$ cat config.mk
export PLATFORM = sky130hd
export DESIGN_NAME = vfmt_out
export DESIGN_NICKNAME = d
export VERILOG_FILES = /design/src/rtl/vfmt_pkg.sv /design/src/rtl/vfmt_seq.sv /design/src/rtl/vfmt_hold.sv /design/src/rtl/vfmt_bytesel.sv /design/src/rtl/vfmt_out.sv
export SDC_FILE = /design/constraint.sdc
export NUM_CORES = 1
export LEC_CHECK = 0
export BUFFER_PORTS_ARGS = -buffer_cell sky130_fd_sc_hd__clkbuf_2
export CAP_MARGIN = 40
export CORE_UTILIZATION = 40
export CTS_CLUSTER_DIAMETER = 150
export DETAILED_ROUTE_END_ITERATION = 16
export GPL_TIMING_DRIVEN = 0
export MAX_ROUTING_LAYER = met4
export SLEW_MARGIN = 20
export SYNTH_ARGS = -nofsm -noshare
export SYNTH_HDL_FRONTEND = slang
export SYNTH_SLANG_ARGS = --single-unit
$ cat constraint.sdc
create_clock -name clk -period 6.5 [get_ports clk]
set_input_delay 1.95 -clock clk [delete_from_list [all_inputs] [get_ports clk]]
set_output_delay 1.95 -clock clk [all_outputs]
set_load 0.01 [all_outputs]
$ cat src/rtl/vfmt_pkg.sv
package vfmt_pkg;

    localparam int BYTE_W = 8;
    localparam int RAW_W  = 10;
    localparam int R_W    = 5;
    localparam int G_W    = 6;
    localparam int B_W    = 5;
    localparam int GAP_CYC = 4;

    localparam logic [BYTE_W-1:0] BLANK_LO = 8'h80;
    localparam logic [BYTE_W-1:0] BLANK_HI = 8'h10;

    typedef enum logic [1:0] {
        FMT_601 = 2'd0,
        FMT_656 = 2'd1,
        FMT_RGB = 2'd2,
        FMT_RAW = 2'd3
    } fmt_e;

    typedef enum logic [1:0] {
        ST_IDLE  = 2'd0,
        ST_LEAD  = 2'd1,
        ST_ACT   = 2'd2,
        ST_TRAIL = 2'd3
    } st_e;

    // Timing reference code byte with protection bits
    function automatic logic [BYTE_W-1:0] trs_code(input logic f, input logic v, input logic h);
        return {1'b1, f, v, h, v ^ h, f ^ h, f ^ v, f ^ v ^ h};
    endfunction

endpackage

$ cat src/rtl/vfmt_seq.sv
module vfmt_seq
    import vfmt_pkg::*;
#(
    parameter int H_ACTIVE = 640,
    parameter int V_ACTIVE = 480
) (
    input  logic       clk,
    input  logic       rst_n,
    input  logic       frame_start,
    input  logic       line_start,
    input  logic [1:0] cfg_fmt,
    input  logic [1:0] cfg_ord,
    output st_e        st,
    output logic [1:0] cnt,
    output logic       ph,
    output logic       pix_odd,
    output logic       in_frame,
    output fmt_e       fmt_q,
    output logic [1:0] ord_q
);

    localparam int PW = $clog2(H_ACTIVE + 1);
    localparam int LW = $clog2(V_ACTIVE + 1);
    localparam logic [PW-1:0] PIX_LAST  = PW'(H_ACTIVE - 1);
    localparam logic [LW-1:0] LINE_LAST = LW'(V_ACTIVE - 1);
    localparam logic [1:0]    GAP_LAST  = 2'(GAP_CYC - 1);

    st_e           st_nx;
    logic [1:0]    cnt_nx;
    logic          ph_nx;
    logic [PW-1:0] pix_q, pix_nx;
    logic [LW-1:0] line_q, line_nx;
    logic          frm_nx;
    fmt_e          fmt_nx;
    logic [1:0]    ord_nx;

    // State register
    always_ff @(posedge clk or negedge rst_n) begin
        if (!rst_n) begin
            st       <= ST_IDLE;
            cnt      <= '0;
            ph       <= 1'b0;
            pix_q    <= '0;
            line_q   <= '0;
            in_frame <= 1'b0;
            fmt_q    <= FMT_601;
            ord_q    <= '0;
        end else begin
            st       <= st_nx;
            cnt      <= cnt_nx;
            ph       <= ph_nx;
            pix_q    <= pix_nx;
            line_q   <= line_nx;
            in_frame <= frm_nx;
            fmt_q    <= fmt_nx;
            ord_q    <= ord_nx;
        end
    end

    // Transitions
    always_comb begin
        st_nx   = st;
        cnt_nx  = cnt;
        ph_nx   = ph;
        pix_nx  = pix_q;
        line_nx = line_q;
        frm_nx  = in_frame;
        fmt_nx  = fmt_q;
        ord_nx  = ord_q;
        unique case (st)
            ST_IDLE: begin
                ph_nx = ~ph;
                if (!in_frame && frame_start) begin
                    frm_nx  = 1'b1;
                    line_nx = '0;
                    fmt_nx  = fmt_e'(cfg_fmt);
                    ord_nx  = cfg_ord;
                end else if (in_frame && line_start) begin
                    st_nx  = ST_LEAD;
                    cnt_nx = '0;
                end
            end
            ST_LEAD: begin
                cnt_nx = cnt + 2'd1;
                if (cnt == GAP_LAST) begin
                    st_nx  = ST_ACT;
                    ph_nx  = 1'b0;
                    pix_nx = '0;
                end
            end
            ST_ACT: begin
                ph_nx = ~ph;
                if (ph) begin
                    pix_nx = pix_q + 1'b1;
                    if (pix_q == PIX_LAST) begin
                        st_nx  = ST_TRAIL;
                        cnt_nx = '0;
                    end
                end
            end
            ST_TRAIL: begin
                cnt_nx = cnt + 2'd1;
                if (cnt == GAP_LAST) begin
                    st_nx   = ST_IDLE;
                    ph_nx   = 1'b0;
                    line_nx = line_q + 1'b1;
                    if (line_q == LINE_LAST) frm_nx = 1'b0;
                end
            end
        endcase
    end

    assign pix_odd = pix_q[0];

endmodule

$ cat src/rtl/vfmt_hold.sv
module vfmt_hold
    import vfmt_pkg::*;
(
    input  logic             clk,
    input  logic             rst_n,
    input  st_e              st,
    input  logic             pix_valid,
    input  logic [BYTE_W-1:0] pix_y,
    input  logic [BYTE_W-1:0] pix_cb,
    input  logic [BYTE_W-1:0] pix_cr,
    input  logic [R_W-1:0]   pix_r,
    input  logic [G_W-1:0]   pix_g,
    input  logic [B_W-1:0]   pix_b,
    input  logic [RAW_W-1:0] pix_raw,
    output logic [BYTE_W-1:0] y_q,
    output logic [BYTE_W-1:0] cb_q,
    output logic [BYTE_W-1:0] cr_q,
    output logic [R_W-1:0]   r_q,
    output logic [G_W-1:0]   g_q,
    output logic [B_W-1:0]   b_q,
    output logic [RAW_W-1:0] raw_q
);

    logic odd_q;

    always_ff @(posedge clk or negedge rst_n) begin
        if (!rst_n) begin
            odd_q <= 1'b0;
            y_q   <= '0;
            cb_q  <= '0;
            cr_q  <= '0;
            r_q   <= '0;
            g_q   <= '0;
            b_q   <= '0;
            raw_q <= '0;
        end else if (pix_valid) begin
            odd_q <= ~odd_q;
            y_q   <= pix_y;
            r_q   <= pix_r;
            g_q   <= pix_g;
            b_q   <= pix_b;
            raw_q <= pix_raw;
            if (!odd_q) begin
                cb_q <= pix_cb;
                cr_q <= pix_cr;
            end
        end else if (st == ST_LEAD) begin
            odd_q <= 1'b0;
        end
    end

endmodule

$ cat src/rtl/vfmt_bytesel.sv
module vfmt_bytesel
    import vfmt_pkg::*;
(
    input  st_e              st,
    input  logic [1:0]       cnt,
    input  logic             ph,
    input  logic             pix_odd,
    input  fmt_e             fmt_q,
    input  logic [1:0]       ord_q,
    input  logic [BYTE_W-1:0] y_q,
    input  logic [BYTE_W-1:0] cb_q,
    input  logic [BYTE_W-1:0] cr_q,
    input  logic [R_W-1:0]   r_q,
    input  logic [G_W-1:0]   g_q,
    input  logic [B_W-1:0]   b_q,
    input  logic [RAW_W-1:0] raw_q,
    output logic [BYTE_W-1:0] dout
);

    logic [1:0]        slot;
    logic [1:0]        yord;
    logic [BYTE_W-1:0] ycc;
    logic [BYTE_W-1:0] pix_byte;
    logic [BYTE_W-1:0] code_byte;

    assign slot = {pix_odd, ph};
    assign yord = (fmt_q == FMT_656) ? 2'd0 : ord_q;

    // Component pick for the 4:2:2 families
    always_comb begin
        if (yord[1] ? !slot[0] : slot[0])
            ycc = y_q;
        else if (slot[1] == yord[0])
            ycc = cb_q;
        else
            ycc = cr_q;
    end

    always_comb begin
        unique case (fmt_q)
            FMT_601: pix_byte = ycc;
            FMT_656: begin
                if (ycc == 8'h00)      pix_byte = 8'h01;
                else if (ycc == 8'hFF) pix_byte = 8'hFE;
                else                   pix_byte = ycc;
            end
            FMT_RGB: begin
                if (!ph) pix_byte = {(ord_q[0] ? b_q : r_q), g_q[5:3]};
                else     pix_byte = {g_q[2:0], (ord_q[0] ? r_q : b_q)};
            end
            FMT_RAW: begin
                if (!ph) pix_byte = {{(BYTE_W-(RAW_W-BYTE_W)){1'b0}}, raw_q[RAW_W-1:BYTE_W]};
                else     pix_byte = raw_q[BYTE_W-1:0];
            end
        endcase
    end

    always_comb begin
        unique case (cnt)
            2'd0:    code_byte = 8'hFF;
            2'd1,
            2'd2:    code_byte = 8'h00;
            default: code_byte = trs_code(1'b0, 1'b0, st == ST_TRAIL);
        endcase
    end

    // Output process
    always_comb begin
        unique case (st)
            ST_IDLE:  dout = (fmt_q == FMT_656) ? (ph ? BLANK_HI : BLANK_LO) : '0;
            ST_LEAD,
            ST_TRAIL: dout = (fmt_q == FMT_656) ? code_byte : '0;
            ST_ACT:   dout = pix_byte;
        endcase
    end

endmodule

$ cat src/rtl/vfmt_out.sv
module vfmt_out
    import vfmt_pkg::*;
#(
    parameter int H_ACTIVE = 640,
    parameter int V_ACTIVE = 480
) (
    input  logic        clk,
    input  logic        rst_n,
    input  logic        frame_start,
    input  logic        line_start,
    input  logic        pix_valid,
    input  logic [7:0]  pix_y,
    input  logic [7:0]  pix_cb,
    input  logic [7:0]  pix_cr,
    input  logic [4:0]  pix_r,
    input  logic [5:0]  pix_g,
    input  logic [4:0]  pix_b,
    input  logic [9:0]  pix_raw,
    input  logic [1:0]  cfg_fmt,
    input  logic [1:0]  cfg_ord,
    output logic [7:0]  vid_data,
    output logic        vid_hsync,
    output logic        vid_vsync,
    output logic        vid_pclk
);

    st_e               st;
    logic [1:0]        cnt;
    logic              ph;
    logic              pix_odd;
    logic              in_frame;
    fmt_e              fmt_q;
    logic [1:0]        ord_q;
    logic [BYTE_W-1:0] y_q, cb_q, cr_q;
    logic [R_W-1:0]    r_q;
    logic [G_W-1:0]    g_q;
    logic [B_W-1:0]    b_q;
    logic [RAW_W-1:0]  raw_q;

    vfmt_seq #(.H_ACTIVE(H_ACTIVE), .V_ACTIVE(V_ACTIVE)) u_seq (
        .clk(clk), .rst_n(rst_n), .frame_start(frame_start), .line_start(line_start),
        .cfg_fmt(cfg_fmt), .cfg_ord(cfg_ord), .st(st), .cnt(cnt), .ph(ph),
        .pix_odd(pix_odd), .in_frame(in_frame), .fmt_q(fmt_q), .ord_q(ord_q)
    );

    vfmt_hold u_hold (
        .clk(clk), .rst_n(rst_n), .st(st), .pix_valid(pix_valid),
        .pix_y(pix_y), .pix_cb(pix_cb), .pix_cr(pix_cr), .pix_r(pix_r),
        .pix_g(pix_g), .pix_b(pix_b), .pix_raw(pix_raw),
        .y_q(y_q), .cb_q(cb_q), .cr_q(cr_q), .r_q(r_q), .g_q(g_q), .b_q(b_q), .raw_q(raw_q)
    );

    vfmt_bytesel u_sel (
        .st(st), .cnt(cnt), .ph(ph), .pix_odd(pix_odd), .fmt_q(fmt_q), .ord_q(ord_q),
        .y_q(y_q), .cb_q(cb_q), .cr_q(cr_q), .r_q(r_q), .g_q(g_q), .b_q(b_q),
        .raw_q(raw_q), .dout(vid_data)
    );

    assign vid_hsync = (st == ST_ACT);
    assign vid_vsync = in_frame;
    assign vid_pclk  = ~clk;

endmodule

==> impl_metrics.py <==
metrics = {
    "global_routing": {
        "grt_pass1_vias": 3424,
        "overflow": 0,
        "grt_usage_pct": 19.8,
        "grt_max_degree": 53,
        "antenna_found_initial": 0,
        "grt_pass1_wl_mm": 16.6,
    },
    "cts": {
        "cts_made_buffers": 9,
        "ctsHoldBuffers": 0,
        "root_buffer": "clkbuf_8",
        "h-tree-depth": 3,
        "cts.path.max_buffers": 2,
        "clk_latency_ns": 0.35,
        "clkTransAtPathRegs_ns": 0.08,
        "cts_setup_buffers": 0,
        "cts_resized": 0,
        "cts_tree": "yes",
    },
    "sta": {
        "rsz0062_at_grt": "false",
        "tns_ns": 0,
        "slew_violations": 0,
        "setup_viol": 0,
        "worst_pin_slew_ns": 0.651,
        "finClkSkew_ns": 0.0106,
        "max_slew_margin_pct": 56.0,
        "hold_viol_final": 0,
    },
    "power_and_ir_drop": {
        "p_sw_uw": 605,
        "p_total_mw": 1.61,
        "p_clk_share_pct": 20.6,
        "combPwrFrac_pct": 37.3,
        "powerDensity_nw_per_um2": 322,
        "power.internal_mw": 1.01,
        "p_leak_nw": 2.23,
        "seqPwrFrac_pct": 42.1,
        "switching_share_pct": 37.6,
        "ir_drop_v": 0.000124,
    },
    "detailed_routing": {
        "first_pass_iters": 4,
        "vias": 3395,
        "viasPerCell": 5.48,
        "drc": 0,
        "wl_mm": 9.92,
        "drtIter0Drc": 110,
        "wire_per_inst_um": 16.0,
        "drtAntennaViolNets": 0,
    },
    "job": {
        "drv_cap": 0,
    },
    "critical_path": {
        "critPathMaxStageDelay_ns": 0.17,
        "end_kind": "primary output",
        "path_delay_family": "buffers and inverters",
        "crit_path_frequent_cell": "clkbuf_8",
        "setup.worst_path.start_class": "clock port",
        "arrival_ns": 3.75,
        "crit_type": "clk2out",
        "crit_path_cell_trace": "clkbuf_8 > clkbuf_8 > inv_1 > clkbuf_2",
        "path_max_fanout": 11,
        "worst_path_max_delay_cell": "clkbuf_8",
        "worst-path-buf-inv": 4,
        "cp_data_required_time_ns": 4.55,
    },
    "cells_and_area": {
        "nets": 547,
        "n_antenna_cell": 0,
        "final_cell_mix": "dfrtp_1 (80), clkbuf_2 (67), mux2_2 (64)",
        "final_util_pct": 48.2,
        "stdcell_count": 619,
        "area_growth_pct": 16.4,
        "final.fill_count": 1019,
        "layout-drive-gt1-share_pct": 32.5,
        "layout_commonest_cell": "dfrtp_1",
    },
    "placed_design": {
        "place.gp.congestion": 0.804,
        "placedCellCount": 603,
        "port_buffers": 68,
        "dpl.hpwl_mm": 7.41,
    },
    "logic_synthesis": {
        "synth_area_um2": 4290,
        "synthesis.nets": 467,
        "syn_inst": 398,
        "synth-edff-count": 0,
        "yosysWarnings": 0,
        "yosysTopAreaCellShare_pct": 46.6,
        "seq_area_frac_synth_pct": 46.6,
        "avgSynthCellArea_um2": 10.8,
        "yosys_register_bits": 80,
        "synth-main-ff-cell": "dfrtp_1",
        "synth_area_leader_cell": "dfrtp_1",
        "async_reset_ff_share_pct": 100,
        "synth_area_leaders": "dfrtp_1 (47%), mux2_2 (17%), ha_1 (2.9%)",
        "synthDistinctLibCells": 51,
    },
    "floorplan": {
        "die_x_um": 106,
        "ios": 70,
        "core-area_um2": 10400,
        "die_area_um2": 11200,
        "die_h_um": 106,
        "initial_utilization_pct": 41.4,
        "num_rows": 37,
    },
    "run_status": {
        "outcome": "finished clean",
    },
    "hold_path": {
        "hp-class": "reg2reg",
    },
}
[cell families (layout without fill, tap and decap cells)]
| group | Yosys count | count (layout) | share of synthesized area, % |
|---|---|---|---|
| xor gates and xnor gates | 10 | 10 | 2.04 |
| buffers and inverters | 30 | 115 | 2.74 |
| DFF | 80 | 80 | 46.6 |
| muxes | 75 | 75 | 19.8 |
| and+or+nand+nor | 108 | 108 | 12.9 |
| adders and majority gates | 10 | 10 | 2.91 |
| AOI/OAI and AO/OA | 85 | 85 | 13.0 |
[synth_stat cells (2+ instances only)]
master	n
nor2_1	25
dfrtp_1	80
o21ai_0	24
a22o_1	5
nor4_1	3
nand2b_1	5
ha_1	10
a221oi_1	5
and4_1	3
a31oi_1	4
or3_1	3
xor2_1	6
o31ai_1	3
nand2_1	20
buf_2	4
nand4_1	6
mux2i_1	9
a21oi_1	18
mux2_2	64
nor3_1	10
nand3b_1	2
nand3_1	17
and3_1	3
or4_1	2
clkbuf_1	12
a211oi_1	7
inv_1	13
nor2b_1	2
xnor2_1	4
a21o_1	8
[power by group through the flow]
stage	Combinational (mW)	Clock, mW	Sequential (mW)
final	0.601	0.331	0.678
after global routing	0.666	0.360	0.692
after CTS	0.603	0.340	0.677
after detailed placement	0.602	0.0114	0.686
after global placement	0.590	0.0114	0.682
after floorplan	0.444	0.00605	0.655
[final timing paths]
path                                       startpoint                          end  slack (ns)  cells after the start
setup reg to reg           u_seq.pix_q[0]$_DFFE_PN0P_      u_seq.st[1]$_DFFE_PN0P_        4.37                      6
hold / removal               u_hold.odd_q$_DFFE_PN0P_     u_hold.odd_q$_DFFE_PN0P_        0.48                      1
max in group asynchronous                       rst_n   u_hold.cr_q[5]$_DFFE_PN0P_        4.33                      2
min in group asynchronous                       rst_n  u_hold.raw_q[5]$_DFFE_PN0P_        1.55                      1
setup / recovery                                  clk                     vid_pclk        0.80                      4
hold reg to reg              u_hold.odd_q$_DFFE_PN0P_     u_hold.odd_q$_DFFE_PN0P_        0.48                      1
[metrics by stage]
| step | hold WS [ns] | setup WS [ns] | cell area, um2 |
|---|---|---|---|
| floorplan | 0.450 | 1.23 | 4290 |
| global placement | 0.462 | 1.16 | 4800 |
| detailed placement | 0.473 | 1.16 | 4830 |
| CTS | 0.492 | 0.781 | 4990 |
| global route | 0.524 | 0.777 | 4990 |
| finish | 0.483 | 0.797 | 4990 |
[flip-flops by register name, indices dropped and copies added (netlist names)]
signal / count
u_hold.b_q: 5
u_hold.cb_q: 8
u_hold.cr_q: 8
u_hold.g_q: 6
u_hold.odd_q: 1
u_hold.r_q: 5
u_hold.raw_q: 10
u_hold.y_q: 8
u_seq.cnt: 2
u_seq.fmt_q: 2
u_seq.in_frame: 1
u_seq.line_q: 9
u_seq.ord_q: 2
u_seq.ph: 1
u_seq.pix_q: 10
u_seq.st: 2
[layer usage]
metal / up-vias / GRT usage [%] / routed length (um)
met5: - / - / 0
met4: 0 / 7.94 / 190
met3: 19 / 2.91 / 339
met2: 72 / 31.6 / 4670
met1: 1679 / 25.3 / 4720
li1: 1625 / - / -
[layout make-up]
class,instances,area [um2],area share [%]
Tap cell,136,170,3.41
Buffer,16,65.1,1.30
Timing Repair Buffer,68,365,7.31
Clock buffer,14,154,3.08
Inverter,13,48.8,0.977
Sequential cell,80,2000,40.1
Clock inverter,4,16.3,0.326
Multi-Input combinational cell,288,2170,43.5
Note: power is estimated with default switching activity, not from simulation.
